## config.mk

```make
export PLATFORM = sky130hd
export DESIGN_NAME = spi_flash_rd_seq
export DESIGN_NICKNAME = d
export VERILOG_FILES = /design/src/rtl/sfr_pkg.sv /design/src/rtl/sfr_chip_sel.sv /design/src/rtl/sfr_frame_src.sv /design/src/rtl/sfr_bit_engine.sv /design/src/rtl/spi_flash_rd_seq.sv
export SDC_FILE = /design/constraint.sdc
export NUM_CORES = 1
export LEC_CHECK = 0
export BUFFER_PORTS_ARGS = -buffer_cell sky130_fd_sc_hd__buf_2
export CORE_AREA = 5 5 118 120
export CTS_CLUSTER_DIAMETER = 150
export DETAILED_ROUTE_END_ITERATION = 8
export DIE_AREA = 0 0 123 125
export PLACE_DENSITY = 0.68
export SLEW_MARGIN = 30
export SYNTH_ARGS = -nofsm -noshare
export SYNTH_HDL_FRONTEND = slang
export SYNTH_SLANG_ARGS = --single-unit
```

## constraint.sdc

```tcl
create_clock -name clk -period 3.4 [get_ports clk]
set_input_delay 0.51 -clock clk [delete_from_list [all_inputs] [get_ports clk]]
set_output_delay 0.51 -clock clk [all_outputs]
set_load 0.02 [all_outputs]
```

## src/rtl/sfr_pkg.sv

```systemverilog
package sfr_pkg;

  typedef enum logic [1:0] {
    ST_IDLE = 2'd0,
    ST_XFER = 2'd1,
    ST_DONE = 2'd2
  } sfr_state_e;

  localparam logic [1:0] MODE_NORMAL = 2'd0;
  localparam logic [1:0] MODE_FAST   = 2'd1;

  // command byte field of a control word
  function automatic logic [7:0] ctl_opcode(input logic [31:0] c);
    return c[23:16];
  endfunction

  // split dummy field: bit 14 is the top bit, bits 7:6 the low pair
  function automatic logic [2:0] ctl_dummy_field(input logic [31:0] c);
    return {c[14], c[7:6]};
  endfunction

  function automatic logic ctl_is_read(input logic [31:0] c);
    return (c[1:0] == MODE_NORMAL) || (c[1:0] == MODE_FAST);
  endfunction

  // dummy bytes actually inserted: only fast read uses the field
  function automatic logic [2:0] dummy_bytes(input logic [31:0] c);
    return (c[1:0] == MODE_FAST) ? ctl_dummy_field(c) : 3'd0;
  endfunction

  function automatic logic [4:0] addr_bytes(input logic wide);
    return wide ? 5'd4 : 5'd3;
  endfunction

  // opcode + address + dummies
  function automatic logic [4:0] header_bytes(input logic wide, input logic [2:0] dum);
    return 5'd1 + addr_bytes(wide) + {2'b00, dum};
  endfunction

  function automatic logic [4:0] frame_bytes(input logic [4:0] hdr, input logic [1:0] size);
    return hdr + {3'b000, size} + 5'd1;
  endfunction

  // k-th address byte on the wire (k = 0 first), most significant first
  function automatic logic [7:0] addr_byte(input logic [31:0] off, input logic wide,
                                           input logic [2:0] k);
    logic [1:0] sel;
    sel = wide ? 2'(3 - k) : 2'(2 - k);
    return 8'(off >> {sel, 3'b000});
  endfunction

endpackage

```

## src/rtl/sfr_chip_sel.sv

```systemverilog
module sfr_chip_sel #(
  parameter int NUM_CS = 2,
  parameter int CS_W   = 1
) (
  input  logic [CS_W-1:0]       cs_idx,
  input  logic [NUM_CS*32-1:0]  ctl_words,
  input  logic [NUM_CS-1:0]     wide_addr,
  output logic [31:0]           ctl_word,
  output logic                  wide,
  output logic                  present
);

  always_comb begin
    ctl_word = 32'd0;
    wide     = 1'b0;
    present  = 1'b0;
    for (int i = 0; i < NUM_CS; i++) begin
      if (cs_idx == CS_W'(i)) begin
        ctl_word = ctl_words[32*i +: 32];
        wide     = wide_addr[i];
        present  = 1'b1;
      end
    end
  end

endmodule

```

## src/rtl/sfr_frame_src.sv

```systemverilog
module sfr_frame_src
  import sfr_pkg::*;
(
  input  logic [4:0]  idx,
  input  logic [7:0]  opcode,
  input  logic [31:0] offset,
  input  logic        wide,
  output logic [7:0]  tx_byte
);

  logic [4:0] ab;
  assign ab = addr_bytes(wide);

  always_comb begin
    if (idx == 5'd0)
      tx_byte = opcode;
    else if (idx <= ab)
      tx_byte = addr_byte(offset, wide, 3'(idx - 5'd1));
    else
      tx_byte = 8'hFF;
  end

endmodule

```

## src/rtl/sfr_bit_engine.sv

```systemverilog
module sfr_bit_engine #(
  parameter  int BITS  = 8,
  localparam int CNT_W = $clog2(2 * BITS)
) (
  input  logic            clk,
  input  logic            rst_n,
  input  logic            start,
  input  logic [BITS-1:0] tx_byte,
  input  logic            miso,
  output logic            busy,
  output logic            last,
  output logic [BITS-1:0] rx_byte,
  output logic            sck,
  output logic            mosi
);

  logic [CNT_W-1:0] cnt;
  logic [BITS-1:0]  shreg;

  always_ff @(posedge clk or negedge rst_n) begin
    if (!rst_n) begin
      busy  <= 1'b0;
      cnt   <= '0;
      shreg <= '0;
    end else if (start) begin
      busy  <= 1'b1;
      cnt   <= '0;
      shreg <= tx_byte;
    end else if (busy) begin
      if (cnt[0]) shreg <= {shreg[BITS-2:0], miso};
      cnt <= cnt + 1'b1;
      if (cnt == CNT_W'(2 * BITS - 1)) busy <= 1'b0;
    end
  end

  assign last    = busy && (cnt == CNT_W'(2 * BITS - 1));
  assign rx_byte = {shreg[BITS-2:0], miso};
  assign sck     = busy && cnt[0];
  assign mosi    = busy ? shreg[BITS-1] : 1'b1;

  AST_MOSI_HELD_HIGH_PHASE: assert property (@(posedge clk) disable iff (!rst_n)
    (busy && cnt[0]) |-> $stable(mosi));
  AST_SCK_ONLY_WHEN_BUSY: assert property (@(posedge clk) disable iff (!rst_n)
    !busy |-> !sck);

endmodule

```

## src/rtl/spi_flash_rd_seq.sv

```systemverilog
module spi_flash_rd_seq
  import sfr_pkg::*;
#(
  parameter  int NUM_CS = 2,
  parameter  int WIN_LG = 26,
  localparam int CS_W   = (NUM_CS > 1) ? $clog2(NUM_CS) : 1,
  localparam int ADDR_W = WIN_LG + CS_W
) (
  input  logic                 clk,
  input  logic                 rst_n,
  input  logic                 rd_req,
  input  logic [ADDR_W-1:0]    rd_addr,
  input  logic [1:0]           rd_size,
  output logic [31:0]          rd_data,
  output logic                 rd_ready,
  input  logic [NUM_CS*32-1:0] ctl_words,
  input  logic [NUM_CS-1:0]    wide_addr,
  output logic [NUM_CS-1:0]    spi_cs_n,
  output logic                 spi_sck,
  output logic                 spi_mosi,
  input  logic                 spi_miso
);

  // request decode
  logic [CS_W-1:0] req_cs;
  logic [31:0]     req_off;
  logic [31:0]     sel_ctl;
  logic            sel_wide;
  logic            sel_present;
  logic            req_accept;
  logic            req_reject;

  assign req_cs  = rd_addr[ADDR_W-1:WIN_LG];
  assign req_off = {{(32 - WIN_LG){1'b0}}, rd_addr[WIN_LG-1:0]};

  sfr_chip_sel #(.NUM_CS(NUM_CS), .CS_W(CS_W)) u_sel (
    .cs_idx    (req_cs),
    .ctl_words (ctl_words),
    .wide_addr (wide_addr),
    .ctl_word  (sel_ctl),
    .wide      (sel_wide),
    .present   (sel_present)
  );

  sfr_state_e      state;
  logic [CS_W-1:0] cs_q;
  logic [31:0]     off_q;
  logic            wide_q;
  logic [7:0]      opc_q;
  logic [4:0]      hdr_q;
  logic [4:0]      total_q;
  logic [4:0]      cur;
  logic [31:0]     rdata_q;

  assign req_accept = rd_req && (state == ST_IDLE) && sel_present && ctl_is_read(sel_ctl);
  assign req_reject = rd_req && (state == ST_IDLE) && !(sel_present && ctl_is_read(sel_ctl));

  // byte sequencing events
  logic       eng_busy;
  logic       eng_last;
  logic [7:0] eng_rx;
  logic       issue_first;
  logic       last_byte;
  logic       eng_start;
  logic [4:0] src_idx;
  logic [7:0] src_byte;
  logic       is_data;
  logic [4:0] slot;

  assign issue_first = (state == ST_XFER) && !eng_busy;
  assign last_byte   = (cur == total_q - 5'd1);
  assign eng_start   = issue_first || ((state == ST_XFER) && eng_last && !last_byte);
  assign src_idx     = issue_first ? cur : cur + 5'd1;
  assign is_data     = (cur >= hdr_q);
  assign slot        = cur - hdr_q;

  sfr_frame_src u_src (
    .idx     (src_idx),
    .opcode  (opc_q),
    .offset  (off_q),
    .wide    (wide_q),
    .tx_byte (src_byte)
  );

  sfr_bit_engine #(.BITS(8)) u_eng (
    .clk     (clk),
    .rst_n   (rst_n),
    .start   (eng_start),
    .tx_byte (src_byte),
    .miso    (spi_miso),
    .busy    (eng_busy),
    .last    (eng_last),
    .rx_byte (eng_rx),
    .sck     (spi_sck),
    .mosi    (spi_mosi)
  );

  always_ff @(posedge clk or negedge rst_n) begin
    if (!rst_n) begin
      state   <= ST_IDLE;
      cs_q    <= '0;
      off_q   <= '0;
      wide_q  <= 1'b0;
      opc_q   <= '0;
      hdr_q   <= '0;
      total_q <= '0;
      cur     <= '0;
      rdata_q <= '0;
    end else begin
      case (state)
        ST_IDLE: begin
          if (req_accept) begin
            cs_q    <= req_cs;
            off_q   <= req_off;
            wide_q  <= sel_wide;
            opc_q   <= ctl_opcode(sel_ctl);
            hdr_q   <= header_bytes(sel_wide, dummy_bytes(sel_ctl));
            total_q <= frame_bytes(header_bytes(sel_wide, dummy_bytes(sel_ctl)), rd_size);
            cur     <= '0;
            rdata_q <= '0;
            state   <= ST_XFER;
          end else if (req_reject) begin
            rdata_q <= '0;
            state   <= ST_DONE;
          end
        end
        ST_XFER: begin
          if (eng_last) begin
            for (int k = 0; k < 4; k++) begin
              if (is_data && (slot == 5'(k))) rdata_q[8*k +: 8] <= eng_rx;
            end
            if (last_byte) state <= ST_DONE;
            else           cur   <= cur + 5'd1;
          end
        end
        default: state <= ST_IDLE;
      endcase
    end
  end

  for (genvar g = 0; g < NUM_CS; g++) begin : g_cs
    assign spi_cs_n[g] = !((state == ST_XFER) && (cs_q == CS_W'(g)));
  end

  assign rd_data  = rdata_q;
  assign rd_ready = (state == ST_DONE);

  AST_ONE_CHIP_SELECTED: assert property (@(posedge clk) disable iff (!rst_n)
    $onehot0(~spi_cs_n));
  AST_CS_STEADY_IN_FRAME: assert property (@(posedge clk) disable iff (!rst_n)
    ((state == ST_XFER) && $past(state == ST_XFER)) |-> $stable(spi_cs_n));
  AST_SCK_NEEDS_CS: assert property (@(posedge clk) disable iff (!rst_n)
    (&spi_cs_n) |-> !spi_sck);
  AST_READY_ONE_CYCLE: assert property (@(posedge clk) disable iff (!rst_n)
    rd_ready |=> !rd_ready);
  AST_REJECT_QUIET: assert property (@(posedge clk) disable iff (!rst_n)
    req_reject |=> (rd_ready && (&spi_cs_n) && (rd_data == 32'd0)));
  AST_READY_CS_RELEASED: assert property (@(posedge clk) disable iff (!rst_n)
    rd_ready |-> (&spi_cs_n));

endmodule

```

### Yosys cells after proc, flatten, opt, wreduce, memory -nomap -nowiden

Cells that the tools add are included.

* $add $sub $neg: 11
* magnitude comparators: 2
* equality and inequality tests: 17
* shift operators: 1
* muxes and demuxes: 35
* bitwise logic cells: 1
* reductions and logical operators: 36

Operator list (number)
* 32-bit 2-to-1 mux: 3
* 8-bit 2-to-1 mux: 9
* 32-bit case mux with 2 select lines: 1
* 26-bit by 5-bit >> shifter with 8-bit output: 1
* 24-bit 2-to-1 mux: 1
* 5-bit 2-to-1 mux: 4
* 4-bit AND reduction: 5
* 1-bit logical AND: 14
* 5-bit by 1-bit adder with 5-bit output, second input constant: 2
* 5-bit by 2-bit == test with 1-bit output, second input constant: 2
* 5-bit logical NOT: 2
* 2-bit 2-to-1 mux: 5
* 5-bit case mux with 2 select lines: 1
* 3-bit 2-to-1 mux: 3
* 4-bit 2-to-1 mux: 2
* 2-bit by 1-bit inequality test with 1-bit output, second input constant: 4
* 2-bit inequality test, second input constant: 4
* 2-bit nonzero test: 3
* 4-bit by 3-bit adder with 5-bit output: 1
* 5-bit by 2-bit adder with 5-bit output: 1
* 5-bit by 1-bit == test with 1-bit output, second input constant: 1
* 5-bit == test: 1
* 5-bit greater-or-equal comparator: 1
* 5-bit by 3-bit less-or-equal comparator with 1-bit output: 1
* 18 further kinds: 31

* register bits after elaboration: 98
* input bits: 99
* word-level logic and storage cells: 118

### Logic depth before layout (Yosys ltp)

Gate-level depths: netlist of the first run.

* depth after elaboration: 10
* mapped depth: 13
* mapped depth without buffers: 12

### Hierarchy

Synthesis of the first run repeated with hierarchy kept, for this count alone.

* cell total of the unflattened synthesis: 647
* area, all modules: 6248.5 um^2

By module, submodules not included
* spi_flash_rd_seq: times used 1, cells each 495, area each 4430.5 um^2, seq. area each 2102.0 um^2
* sfr_bit_engine: times used 1, cells each 78, area each 817.0 um^2, seq. area each 325.3 um^2
* sfr_chip_sel: times used 1, cells each 39, area each 566.8 um^2, seq. area each 0.0 um^2
* sfr_frame_src: times used 1, cells each 35, area each 434.2 um^2, seq. area each 0.0 um^2

### Worst setup path after synthesis of the first run

OpenSTA, ideal clock, no wires.

* kind: input-to-reg
* from: in rd_addr[26]
* to: reg total_q[4]
* data arrival time: 2.873 ns
* slack: 0.417 ns
* stages on the path: 8
* buffers on the path: 2
* cells stage by stage: clkbuf_1 > buf_1 > mux2i_1 > nor2_1 > fa_1 > inv_1 > fa_1 > o41ai_1

* longest elaborated chain between the ends: 6

RTL lines
* start, declared: RTL line spi_flash_rd_seq.sv:12 `input logic [ADDR_W-1:0] rd_addr,`
* 1-bit 2-to-1 mux / 24-bit 2-to-1 mux (equally long branches): RTL line sfr_chip_sel.sv:18 `if (cs_idx == CS_W'(i)) begin`
* 3-bit 2-to-1 mux / 2-bit by 1-bit == test with 1-bit output (equally long branches): RTL line sfr_pkg.sv:32, sfr_pkg.sv:23, sfr_pkg.sv:28
* 1-bit by 3-bit adder with 4-bit output / 3-bit 2-to-1 mux (equally long branches): RTL line sfr_pkg.sv:37, sfr_pkg.sv:28
* 4-bit by 3-bit adder with 5-bit output: RTL line sfr_pkg.sv:37 `return 5'd1 + addr_bytes(wide) + {2'b00, dum};`
* 5-bit by 2-bit adder with 5-bit output: RTL line sfr_pkg.sv:41 `return hdr + {3'b000, size} + 5'd1;`
* 5-bit by 1-bit adder with 5-bit output: RTL line sfr_pkg.sv:41
* end signal, assigned: RTL line spi_flash_rd_seq.sv:118 `total_q <= frame_bytes(header_bytes(sel_wide, dummy_bytes(sel_ctl)), rd_size);`
* end, declared: RTL line spi_flash_rd_seq.sv:51 `logic [4:0] total_q;`

Parallel ways exist; a longest one is shown, timed or not.
A chain may end at the register's enable or synchronous reset.

### Worst setup path in the final report of the first run

* from: reg cur[0]
* to: reg rdata_q[12], in the netlist rd_data[12]

* longest elaborated chain between the ends: 5

RTL lines
* start, declared: RTL line spi_flash_rd_seq.sv:52 `logic [4:0] cur;`
* start signal, assigned: RTL line spi_flash_rd_seq.sv:133 `else cur <= cur + 5'd1;`
* 5-bit subtractor: RTL line spi_flash_rd_seq.sv:75 `assign slot = cur - hdr_q;`
* 5-bit by 1-bit == test with 1-bit output: RTL line spi_flash_rd_seq.sv:130 `if (is_data && (slot == 5'(k))) rdata_q[8*k +: 8] <= eng_rx;`
* 1-bit logical AND *: RTL line spi_flash_rd_seq.sv:130
* 2-bit by 1-bit inequality test with 1-bit output (no source line) *
* 4-bit AND reduction (no source line) *
* end signal, assigned by index: RTL line spi_flash_rd_seq.sv:130
* end, declared: RTL line spi_flash_rd_seq.sv:53 `logic [31:0] rdata_q;`

Mark *: on every way between the ends. The rest lies on a longest branch, timed or not.

==> results of run 1 <==
[final cells by class]
cell class              instances  area [µm²]
repair buffers                106         556
clock inverters                 5        65.1
flip-flops and latches         97        2430
multi-input cells             364        2370
clock buffers                  10         239
well taps                     176         220
inverters                      21        78.8
fillers                      1222        6920
[registers in the layout, summed over array words and instances, names as in the netlist]
name,flops
rd_data,32
off_q,26
opc_q,8
u_eng.shreg,8
cur,5
total_q,5
hdr_q,4
u_eng.cnt,4
state,2
cs_q,1
u_eng.busy,1
wide_q,1
[routing by layer]
layer	wire, µm	GRT usage	up-vias	share of wire
met1	5530	0.223	1853	0.47
met5	0	0	-	0
met4	132	0.0410	0	0.011
met3	721	0.0379	7	0.062
met2	5310	0.250	103	0.45
li1	-	-	1956	-
[per-stage QoR]
| step | total power (µW) | hold slack, ns | utilization | worst slack (ns) |
|---|---|---|---|---|
| 2_1_floorplan | 3190 | 0.214 | - | 0.417 |
| 3_3_place_gp | 3630 | 0.458 | 0.439 | 0.432 |
| 3_5_place_dp | 3720 | 0.462 | 0.439 | 0.320 |
| 4_1_cts | 4770 | 0.278 | 0.463 | 0.306 |
| 5_1_grt | 5110 | 0.328 | 0.463 | 0.133 |
| 6_report | 4730 | 0.243 | 0.463 | 0.312 |
[report_power, final]
| group | leakage, µW | total, µW | switching [µW] | internal, µW |
|---|---|---|---|---|
| Clock | 0.000149 | 1030 | 434 | 592 |
| Combinational | 0.00165 | 1910 | 1110 | 801 |
| Sequential | 0.00126 | 1790 | 289 | 1500 |
| Total | 0.00306 | 4730 | 1840 | 2890 |
[cells by family (layout without fill, tap and decap cells)]
kind of cell / count (synthesis) / in the layout
flip-flops: 97 / 97
XOR/XNOR: 12 / 12
adder cells (fa/ha/maj): 19 / 19
buffers and inverters: 45 / 142
AO/OA/AOI/OAI: 111 / 111
AND/OR/NAND/NOR: 196 / 196
multiplexers: 26 / 26
[worst max-delay path: stages (launching register included)]
cell and delay [ns]:
dfrtp_1 0.46, inv_1 0.13, ha_1 0.20, inv_1 0.06
fa_1 0.39, or3_1 0.40, a221oi_2 0.31, o21ai_2 0.20
o41a_1 0.54, a22o_1 0.28
[path summary, 6_finish.rpt]
| path | from | depth (start not counted) | to | slack (ns) |
|---|---|---|---|---|
| max | cur[0] | 9 | rd_data[12] | 0.31 |
| min | rst_n | 1 | rd_data[24] | 0.24 |
| max reg2reg | cur[0] | 9 | rd_data[12] | 0.31 |
| min reg2reg | off_q[2] | 2 | off_q[2] | 0.47 |
| max in group asynchronous | rst_n | 2 | off_q[0] | 2.38 |
| min in group clk | rd_addr[19] | 3 | off_q[19] | 0.35 |
[cell usage after synthesis, types with 2 or more instances]
cell type and number:
a211o_1 3, o21ai_1 6, o31a_1 3, buf_2 8, dfrtp_1 97, a221oi_1 8
a21o_1 4, fa_1 3, nand2_1 113, inv_1 20, nor2_1 27, a22o_1 32
mux2i_1 24, clkbuf_1 14, nor2b_1 8, nand3_1 9, and3_1 3, a31oi_1 7
or3_1 4, nor3_1 5, mux2_2 2, xor2_1 3, a211oi_1 8, xnor2_1 8
ha_1 16, nand2b_1 7, nor3_2 3, o21a_1 3, a21oi_1 5, and2_1 8
o21ai_0 22
==> flow_metrics.tcl, run 1 <==
set metrics [dict create \
    status "completed" \
    std_cell_rows 42 \
    skew_ns 0.00547 \
    synth_cell_type_count 54 \
    ys.flop_type "dfrtp_1" \
    drc 0 \
    cp_max_fo 8 \
    h-tree-depth 3 \
    place.gp.congestion 0.795 \
    synth_fp_nets 624 \
    core_um2 12900 \
    dp_hpwl_mm 8.82 \
    overflow 0 \
    synthXorXnorAreaFrac 0.0249 \
    finalCritPeriodShare 0.908 \
    grt_pass1_vias 4043 \
    min_path_type "in -> async" \
    yosysSeqAreaShare 0.487 \
    slew_headroom 0.474 \
    postCtsHoldBufs 0 \
    drive_gt1_frac 0.222 \
    synthAdderAreaFrac 0.0522 \
    die_w_um 123 \
    cts_resized 0 \
    synth_area_um2 4980 \
    grt_max_degree 62 \
    cts_root_buffer "clkbuf_16" \
    final_antenna_net_count 0 \
    wl_per_cell_um 15.0 \
    die_h_um 125 \
    first_pass_iters 4 \
    worstPathArrival_ns 3.32 \
    synth_compound_area_frac 0.164 \
    clk_latency_ns 0.34 \
    grt_pass1_wl_mm 19.8 \
    synth_top_family_by_area "simple AND/OR/NAND/NOR gates" \
    hold_viol 0 \
    tightest_slew_ns 0.790 \
    synth-edff-count 0 \
    diodes 0 \
    yosys_warnings 0 \
    cts_buffers 9 \
    drt-initial-drc-count 228 \
    die_area_um2 15400 \
    totalWireLength_mm 11.7 \
    post_dp_cell_area_um2 5650 \
    leakagePower_uw 0.00306 \
    syn_inst 506 \
    initial_core_util 0.387 \
    ir_drop_v 0.000432 \
    muxShareOfSynthArea 0.0528 \
    clk_pin_slew_worst_paths_ns 0.06 \
    fin_area_um2 5960 \
    stdcell_count 779 \
    place_inst 764 \
    tns_ns 0 \
    clkSinkCount 97 \
    yosys.area_share.simple 0.182 \
    critPathCaptureType "flip-flop" \
    io_pins 136 \
    crit_type "reg -> reg" \
    finalNetCount 717 \
    clockBufferDepth 2 \
    syn_to_final_growth_pct 19.6 \
    drv_slew 0 \
    post_cts_buffers 0 \
    crit_required_ns 3.63 \
    synth_top_area_frac 0.487 \
    vias 3919 \
    ys_top_cells_by_area "dfrtp_1, nand2_1, a22o_1" \
    finalSetupViolCount 0 \
    setup.worst_path.start_class "flip-flop" \
    antenna_found_initial 0 \
    final_common_cell "nand2_1" \
    power_density_nw_per_um2 793 \
    yosys.area.top_type "dfrtp_1" \
    port_buffers 97 \
    async_flop_share 1.00 \
    fmax_mhz 324 \
    via_per_inst 5.03 \
    ys_seq_elements 97 \
    min_period_ns 3.09 \
    syn_area_per_cell_um2 9.84 \
    cts_tree "built" \
    max-cap-violations 0 \
    rsz0062_at_grt "no" \
    globalRouteTotalUtil 0.159 \
    final_cell_mix "nand2_1, dfrtp_1, buf_2, a22o_1, nor2_1" \
]
Power figures use the tool's default switching activity.
==> run 2, diff against run 1 <==
- GPL_TIMING_DRIVEN: unset -> 0
==> run 2 against run 1 <==
Via count rose by 4.2%. Sequential power barely moved. Final cell count rose by 2.1%. Critical endpoint is now total_q[4]. Largest cell class unchanged.
==> flow_metrics.tcl, run 2 (synthesized netlist as in run 1, its figures left out) <==
set metrics [dict create \
    antenna_found_initial 0 \
    place.gp.congestion 0.791 \
    first_pass_iters 5 \
    grt_max_degree 67 \
    worstPathArrival_ns 3.38 \
    die_h_um 125 \
    via_per_inst 5.14 \
    post_cts_buffers 0 \
    cts_tree "built" \
    cp_max_fo 10 \
    setup_ws_ns 0.253 \
    drive_gt1_frac 0.216 \
    std_cell_rows 42 \
    cts_resized 0 \
    cp_slowest_cell "buf_1" \
    finalSetupViolCount 0 \
    core_um2 12900 \
    max-cap-violations 0 \
    syn_to_final_growth_pct 21.1 \
    dp_slack_ns -0.128 \
    clkSinkCount 97 \
    crit_required_ns 3.63 \
    h-tree-depth 3 \
    power_density_nw_per_um2 796 \
    area.sequential_um2 2430 \
    min_period_ns 3.15 \
    drv_slew 0 \
    grt_pass1_vias 4172 \
    crit_type "in -> reg" \
    status "completed" \
    ir_drop_v 0.000362 \
    clk_latency_ns 0.35 \
    tightest_slew_ns 0.790 \
    finalNetCount 732 \
    slowest_delay_ns 0.65 \
    clk_pin_slew_worst_paths_ns 0.07 \
    crit_buf_inv 3 \
    cts_root_buffer "clkbuf_16" \
    totalWireLength_mm 12.4 \
    setup.worst_path.start_class "input port" \
    overflow 0 \
    critPathCaptureType "flip-flop" \
    skew_ns 0.00978 \
    grt_pass1_wl_mm 20.8 \
    largest_reg_flops 32 \
    rsz0062_at_grt "no" \
    drt-initial-drc-count 200 \
    clockBufferDepth 2 \
    final_antenna_net_count 0 \
    globalRouteTotalUtil 0.169 \
    stdcell_count 795 \
    whs_ns 0.0420 \
    dp_hpwl_mm 9.55 \
    place_inst 779 \
    final_common_cell "nand2_1" \
    crit_path_frequent_cell "fa_1" \
    die_area_um2 15400 \
    hold_viol 0 \
    multi_input_area_um2 2370 \
    diodes 0 \
    slew_headroom 0.473 \
    finalCritPeriodShare 0.926 \
    drc 0 \
    port_buffers 96 \
    initial_core_util 0.387 \
    critPathTopFamily "buffers and inverters" \
    tns_ns 0 \
    min_path_type "in -> async" \
    path_cells "clkbuf_1 -> buf_1 -> mux2i_1 -> nor2_1 -> fa_1 -> inv_1 -> fa_1 -> o41ai_1" \
    io_pins 136 \
    postCtsHoldBufs 0 \
    wl_per_cell_um 15.6 \
    final_cell_mix "nand2_1, buf_2, dfrtp_1, a22o_1, nor2_1" \
    leakagePower_uw 0.00309 \
    vias 4085 \
    cts_buffers 9 \
    fillCellCount 1232 \
    fmax_mhz 318 \
    die_w_um 123 \
    fin_util 0.468 \
]
run 2: per-stage QoR:
| stage | instance area (µm²) | power [µW] |
|---|---|---|
| 5_1_grt | 6030 | 5170 |
| 2_1_floorplan | 4980 | 3190 |
| 3_5_place_dp | 5720 | 3740 |
| 3_3_place_gp | 5680 | 3640 |
| 6_report | 6030 | 4800 |
| 4_1_cts | 6030 | 4830 |
run 2: cell type report:
| class | count | share of cell area |
|---|---|---|
| clock buffer | 10 | 0.0396 |
| tap | 176 | 0.0365 |
| clock inverter | 6 | 0.0127 |
| multi-input combinational | 364 | 0.393 |
| timing repair buffer | 97 | 0.0853 |
| buffer | 24 | 0.0172 |
| inverter | 21 | 0.0131 |
| sequential | 97 | 0.402 |
run 2: routing by layer:
metal | global-route usage | vias to the layer above | part of all wire | routed length, µm
met5 | 0 | - | 0 | 0
met4 | 0.0541 | 0 | 0.016 | 196
met3 | 0.0316 | 15 | 0.055 | 685
met2 | 0.270 | 129 | 0.46 | 5750
met1 | 0.231 | 1955 | 0.47 | 5780
li1 | - | 1986 | - | -
run 2: worst reg2reg max path: stages, from the launching register on:
cell and delay, ns:
dfrtp_1 0.47, inv_1 0.15, ha_1 0.18, inv_1 0.05, fa_1 0.39, or3_1 0.40, a221oi_2 0.31, o21ai_2 0.19
o41a_1 0.56, a22o_1 0.29
run 2: final timing paths:
| kind | depth (start not counted) | startpoint | slack [ns] | to |
|---|---|---|---|---|
| setup / recovery | 8 | rd_addr[26] | 0.25 | total_q[4] |
| hold / removal | 1 | rst_n | 0.04 | cur[3] |
| setup reg to reg | 9 | cur[0] | 0.30 | rd_data[8] |
| hold reg to reg | 2 | off_q[1] | 0.48 | off_q[1] |
| max in group asynchronous | 2 | rst_n | 2.74 | opc_q[6] |
| min in group clk | 3 | rd_addr[25] | 0.35 | off_q[25] |
run 2: where the power goes:
part | switching (µW) | internal [µW]
Clock | 466 | 606
Combinational | 1150 | 795
Sequential | 291 | 1500
